$ cat src/rtl/halftick_pkg.sv
package halftick_pkg;

  // Control -> datapath strobes
  typedef struct packed {
    logic loadTail;   // at this wrap, load the partial-span start value
    logic extraTick;  // lengthen the partial span by one tick
  } ctlStrobes_t;

  // Datapath -> control status
  typedef struct packed {
    logic tick;       // prescaled tick this cycle
    logic wrap;       // counter wraps on this tick
  } dpStatus_t;

endpackage

$ cat src/rtl/halftick_datapath.sv
module halftick_datapath
  import halftick_pkg::*;
#(
  parameter int PRE_DIV    = 1024,
  parameter int CNT_W      = 8,
  parameter int TAIL_TICKS = 66
) (
  input  logic        clk,
  input  logic        rst,
  input  logic        tickEn,
  input  ctlStrobes_t ctl,
  output dpStatus_t   stat
);

  localparam int PS_W = (PRE_DIV > 1) ? $clog2(PRE_DIV) : 1;
  localparam logic [PS_W-1:0] PS_LAST = PS_W'(PRE_DIV - 1);
  localparam logic [CNT_W:0] SPAN = (CNT_W+1)'(1) << CNT_W;
  localparam logic [CNT_W:0] TAIL = (CNT_W+1)'(TAIL_TICKS);

  logic [PS_W-1:0]  preCnt;
  logic [CNT_W-1:0] tickCnt;
  logic [CNT_W:0]   tailStart;

  // Start value of the partial span: full span minus the tick count still to go
  assign tailStart = SPAN - TAIL - {{CNT_W{1'b0}}, ctl.extraTick};

  assign stat.tick = tickEn && (preCnt == PS_LAST);
  assign stat.wrap = stat.tick && (tickCnt == {CNT_W{1'b1}});

  generate
    if (PRE_DIV > 1) begin : g_prescale
      always_ff @(posedge clk) begin
        if (rst)               preCnt <= '0;
        else if (tickEn) begin
          if (preCnt == PS_LAST) preCnt <= '0;
          else                   preCnt <= preCnt + 1'b1;
        end
      end
    end else begin : g_noPrescale
      always_ff @(posedge clk) preCnt <= '0;
    end
  endgenerate

  always_ff @(posedge clk) begin
    if (rst) tickCnt <= '0;
    else if (stat.tick) begin
      if (stat.wrap) tickCnt <= ctl.loadTail ? tailStart[CNT_W-1:0] : '0;
      else           tickCnt <= tickCnt + 1'b1;
    end
  end

endmodule

$ cat src/rtl/halftick_control.sv
module halftick_control
  import halftick_pkg::*;
#(
  parameter int FULL_WRAPS = 15,
  parameter int FRAC_NUM   = 1,
  parameter int FRAC_DEN   = 4,
  parameter int SEC_W      = 32
) (
  input  logic             clk,
  input  logic             rst,
  input  dpStatus_t        stat,
  output ctlStrobes_t      ctl,
  output logic             halfPulse,
  output logic             secondWave,
  output logic [SEC_W-1:0] secondsCount
);

  localparam int OVF_W  = $clog2(FULL_WRAPS + 1);
  localparam int FRAC_W = (FRAC_DEN > 1) ? $clog2(FRAC_DEN) : 1;
  localparam logic [OVF_W-1:0]  LOAD_AT = OVF_W'(FULL_WRAPS - 1);
  localparam logic [OVF_W-1:0]  LAST_AT = OVF_W'(FULL_WRAPS);
  localparam logic [FRAC_W:0]   F_NUM   = (FRAC_W+1)'(FRAC_NUM);
  localparam logic [FRAC_W:0]   F_DEN   = (FRAC_W+1)'(FRAC_DEN);

  logic [OVF_W-1:0]  wrapCount;
  logic [FRAC_W-1:0] fracAcc;
  logic [FRAC_W:0]   fracSum;
  logic              loadNow;
  logic              lastWrap;

  assign fracSum  = {1'b0, fracAcc} + F_NUM;
  assign loadNow  = stat.wrap && (wrapCount == LOAD_AT);
  assign lastWrap = stat.wrap && (wrapCount == LAST_AT);

  assign ctl.loadTail  = loadNow;
  assign ctl.extraTick = (fracSum >= F_DEN);

  always_ff @(posedge clk) begin
    if (rst) begin
      wrapCount <= '0;
    end else if (lastWrap) begin
      wrapCount <= '0;
    end else if (stat.wrap) begin
      wrapCount <= wrapCount + 1'b1;
    end
  end

  // Fraction advances only at the preload, ahead of the partial span
  always_ff @(posedge clk) begin
    if (rst)          fracAcc <= '0;
    else if (loadNow) fracAcc <= fracSum[FRAC_W-1:0];
  end

  always_ff @(posedge clk) begin
    if (rst) begin
      halfPulse    <= 1'b0;
      secondWave   <= 1'b0;
      secondsCount <= '0;
    end else begin
      halfPulse <= lastWrap;
      if (lastWrap) begin
        secondWave <= ~secondWave;
        if (secondWave) secondsCount <= secondsCount + 1'b1;
      end
    end
  end

endmodule

$ cat src/rtl/halftick_gen.sv
module halftick_gen
  import halftick_pkg::*;
#(
  parameter int PRE_DIV    = 1024,
  parameter int CNT_W      = 8,
  parameter int FULL_WRAPS = 15,
  parameter int TAIL_TICKS = 66,
  parameter int FRAC_NUM   = 1,
  parameter int FRAC_DEN   = 4,
  parameter int SEC_W      = 32
) (
  input  logic             clk,
  input  logic             rst,
  input  logic             tickEn,
  output logic             halfPulse,
  output logic             secondWave,
  output logic [SEC_W-1:0] secondsCount
);

  ctlStrobes_t ctl;
  dpStatus_t   stat;

  halftick_datapath #(
    .PRE_DIV(PRE_DIV), .CNT_W(CNT_W), .TAIL_TICKS(TAIL_TICKS)
  ) u_dp (
    .clk(clk), .rst(rst), .tickEn(tickEn), .ctl(ctl), .stat(stat)
  );

  halftick_control #(
    .FULL_WRAPS(FULL_WRAPS), .FRAC_NUM(FRAC_NUM), .FRAC_DEN(FRAC_DEN), .SEC_W(SEC_W)
  ) u_ctl (
    .clk(clk), .rst(rst), .stat(stat), .ctl(ctl),
    .halfPulse(halfPulse), .secondWave(secondWave), .secondsCount(secondsCount)
  );

endmodule

$ cat config.mk
export PLATFORM = sky130hd
export DESIGN_NAME = halftick_gen
export DESIGN_NICKNAME = d
export VERILOG_FILES = /design/src/rtl/halftick_pkg.sv /design/src/rtl/halftick_datapath.sv /design/src/rtl/halftick_control.sv /design/src/rtl/halftick_gen.sv
export SDC_FILE = /design/constraint.sdc
export NUM_CORES = 1
export LEC_CHECK = 0
export ABC_AREA = 1
export BUFFER_PORTS_ARGS = -buffer_cell sky130_fd_sc_hd__clkbuf_2
export CORE_MARGIN = 1.5
export CORE_UTILIZATION = 29
export CTS_BUF_LIST = sky130_fd_sc_hd__clkbuf_8
export DETAILED_ROUTE_END_ITERATION = 8
export GPL_TIMING_DRIVEN = 1
export SLEW_MARGIN = 0
export SYNTH_ARGS = -nofsm -noshare
export SYNTH_HDL_FRONTEND = slang
export SYNTH_SLANG_ARGS = --single-unit
$ cat constraint.sdc
create_clock -name clk -period 2.3 [get_ports clk]
set_clock_uncertainty 0.1 [all_clocks]
set_input_delay 0.23 -clock clk [delete_from_list [all_inputs] [get_ports clk]]
set_output_delay 0.23 -clock clk [all_outputs]
set_load 0.02 [all_outputs]
==> impl_metrics.yaml <==
cts:
  htreeDepth: 3
  cts.clk_slew.worst_paths_ns: 0.07
  ctsHoldBuffers: 0
  cts_setup_buffers: 0
  cts_resized: 0
  root_buffer: "clkbuf_8"
  clk-insertion-delay-late_ns: 0.34
  max-clock-path-buffers: 2
  clock-sinks: 58
  cts_tree: "yes"
  cts_buffers: 9
logic_synthesis:
  ys_async_sr_fraction: 0
  synth_cell_type_count: 31
  syn_area_sq_mm: 0.00354
  ys_warn_count: 0
  synth_top_area_frac: 0.328
  synthCells: 531
  synth_nets: 540
  netlist.top_cell.by_area: "dfxtp_1"
  synth-seq-cells: 58
  dominantRegCellSynth: "dfxtp_1"
  synth_edf_count: 0
  synthTopCellsByArea: "dfxtp_1 33%, nand2_1 20%, nor2_1 7.8%, a21oi_2 4.9%, nand3b_1 4.0%"
  avgSynthCellArea_sq_um: 6.67
  seq_area_frac_synth: 0.328
pwr:
  vdd_drop_max_v: 0.000337
  power.leakage_nw: 1.56
  power_density_mw_per_mm2: 462
  p_seq_frac: 0.540
  power_frac_clock: 0.441
  p_sw_uw: 444
  p_comb_frac: 0.019
  p_sw_frac: 0.237
  intPower_mw: 1.42
placement:
  routabilityCongestion: 0.894
  portBuffers: 36
  hpwl_microns: 6660
  placed_area_sq_mm: 0.00387
sta:
  hold_violations: 0
  rsz0062_at_grt: "false"
  setup_violations: 0
  maxSlewHeadroom: 0.615
  hold_ws_ns: 0.140
  worst_pin_slew_ns: 0.577
  report.final.slew_viol_count: 0
  fmax_ghz: 0.481
  totalNegativeSetupSlack_ns: 0
  post-route-period-util: 0.904
  fin_crit_ns: 2.08
layout:
  fin_nets: 579
  final_util: 0.338
  drive_above_1_share: 0.197
  area_growth_pct: 14.1
  num-fill-cells: 1288
  diodes: 0
  stdcell_area_sq_mm: 0.00404
floorplanning:
  pin_count: 37
  die_h_microns: 114
  num_rows: 40
  die_area_sq_mm: 0.0129
  start_util: 0.296
  die-width_microns: 114
  coreArea_sq_mm: 0.0120
global_route:
  track_usage: 0.150
  first_global_vias: 3358
  grt_max_degree: 42
  antenna_found_initial: 0
  overflow: 0
  grt_pass1_wl_microns: 15600
drt:
  dr.pass1.iters: 4
  routed_wl_microns: 8930
  drt_iter0_markers: 141
  route.vias.total: 3368
  wl_per_cell_microns: 12.4
  avgViaCountPerCell: 4.66
  drc: 0
  ant_nets: 0
worst_setup_path:
  cpMostUsedCell: "nand2_1"
  worstPathArrival_ns: 2.25
  crit_slowest_cell: "nor2_8"
  start_kind: "register"
  endpoint_kind: "register"
  crit_type: "reg2reg"
  cp.required_ns: 2.47
  crit_chain: "ha_1 > nand2_1 > nor2_1 > nand3_1 > nor2_2 > nand3_4 > nor2_8 > nand2_1 > a21oi_1"
  slowest_delay_ns: 0.42
  worstPathMaxFanout: 26
min_path:
  min_path_type: "in2reg"
job:
  drv_cap: 0
run_status:
  status: "finished, final reports clean"
==> metrics by stage <==
stage | instances | power [mW] | setup WS (ns)
2_1_floorplan | 531 | 1.06 | 0.427
3_3_place_gp | 706 | 1.07 | 0.274
3_5_place_dp | 706 | 1.07 | 0.179
4_1_cts | 722 | 1.90 | 0.171
5_1_grt | 722 | 1.95 | 0.0567
6_report | 722 | 1.87 | 0.220
==> cell usage after synthesis, types with 2 or more instances <==
cell	n
xor2_1	15
nor3_1	4
o21ai_0	8
buf_8	2
inv_1	33
clkbuf_1	7
nand3_2	2
or2_0	2
a21oi_1	26
buf_2	3
nand3_1	13
nand2_1	189
dfxtp_1	58
nor2_4	5
ha_1	6
nand3b_1	19
nand4_1	9
a21oi_2	20
inv_2	2
nand2_2	22
nor2_1	74
xnor2_1	3
==> critical path, delay by kind of cell, from the launching register on <==
family	cells	cell delay, ns
simple gates	7	1.14
flops	1	0.37
fa+ha+maj	1	0.21
compound gates	1	0.16
==> per-layer routing <==
metal  vias to the layer above  track usage  wire [microns]
met2                        55        0.251            4250
met1                      1541        0.185            4210
met4                         0       0.0500              88
met5                         -            0               0
li1                       1766            -               -
met3                         6       0.0425             389
==> sequential cells by signal, summed over array words and instances, names as in the netlist <==
register	count
u_ctl.secondsCount	32
u_ctl.fracAcc	2
u_ctl.secondWave	1
u_ctl.halfPulse	1
u_dp.preCnt	10
u_ctl.wrapCount	4
u_dp.tickCnt	8
==> area by class of cell <==
type,count,area (sq um),share of cell area
clock buffers,10,138,0.0341
clock inverters,6,33.8,0.00836
inverters,36,136,0.0338
multi-input cells,424,2170,0.537
flip-flops and latches,58,1160,0.287
well taps,147,184,0.0455
repair buffers,41,218,0.0539
==> cells in the final DEF, fill, tap and decap left out <==
master      Yosys  final
a21oi_2        20     20
o21ai_0         8      8
nand2_2        22     22
ha_1            6      6
nor3_4          1      1
clkinvlp_4      0      2
clkbuf_2        0     36
a21oi_1        26     26
nand3_4         1      1
dfxtp_1        58     58
buf_4           0      5
nor3_1          4      4
nand2_1       189    189
clkinv_2        1      4
nand3_1        13     13
nand3b_1       19     19
inv_1          33     34
nor2_2          1      1
nand3b_4        1      1
nor2_4          5      5
xnor2_1         3      3
inv_2           2      2
nand3_2         2      2
xor2_1         15     15
or2_0           2      2
nor2_1         74     74
a31oi_1         1      1
nand4_1         9      9
nor3b_1         1      1
nor2_8          1      1
clkbuf_8        0     10
==> worst paths after layout <==
path / startpoint / slack [ns] / cells after the start / to
setup / recovery: u_dp.preCnt[0]$_SDFFE_PP0P_ / 0.22 / 9 / u_ctl.secondsCount[12]$_SDFFE_PP0P_
hold / removal: tickEn / 0.14 / 3 / u_dp.preCnt[1]$_SDFFE_PP0P_
setup reg to reg: u_dp.preCnt[0]$_SDFFE_PP0P_ / 0.22 / 9 / u_ctl.secondsCount[12]$_SDFFE_PP0P_
hold reg to reg: u_ctl.fracAcc[0]$_SDFFE_PP0P_ / 0.38 / 2 / u_ctl.fracAcc[0]$_SDFFE_PP0P_
==> kinds of logic (layout without fill, tap and decap cells) <==
family,count (synthesis),in the layout,synth area share
flops,58,58,0.328
buf+inv,49,93,0.0597
xor+xnor,18,18,0.0445
compound gates,55,55,0.0993
simple gates,345,345,0.448
fa+ha+maj,6,6,0.0212
==> power groups by stage <==
| stage | Sequential [mW] | Clock (mW) | Combinational (mW) |
|---|---|---|---|
| after floorplan | 1.03 | 0 | 0.0256 |
| after global routing | 1.01 | 0.906 | 0.0393 |
| after global placement | 1.03 | 0 | 0.0349 |
| after detailed placement | 1.03 | 0 | 0.0356 |
| final | 1.01 | 0.823 | 0.0354 |
| after CTS | 1.01 | 0.859 | 0.0358 |
Note: power is estimated with default switching activity, not from simulation.
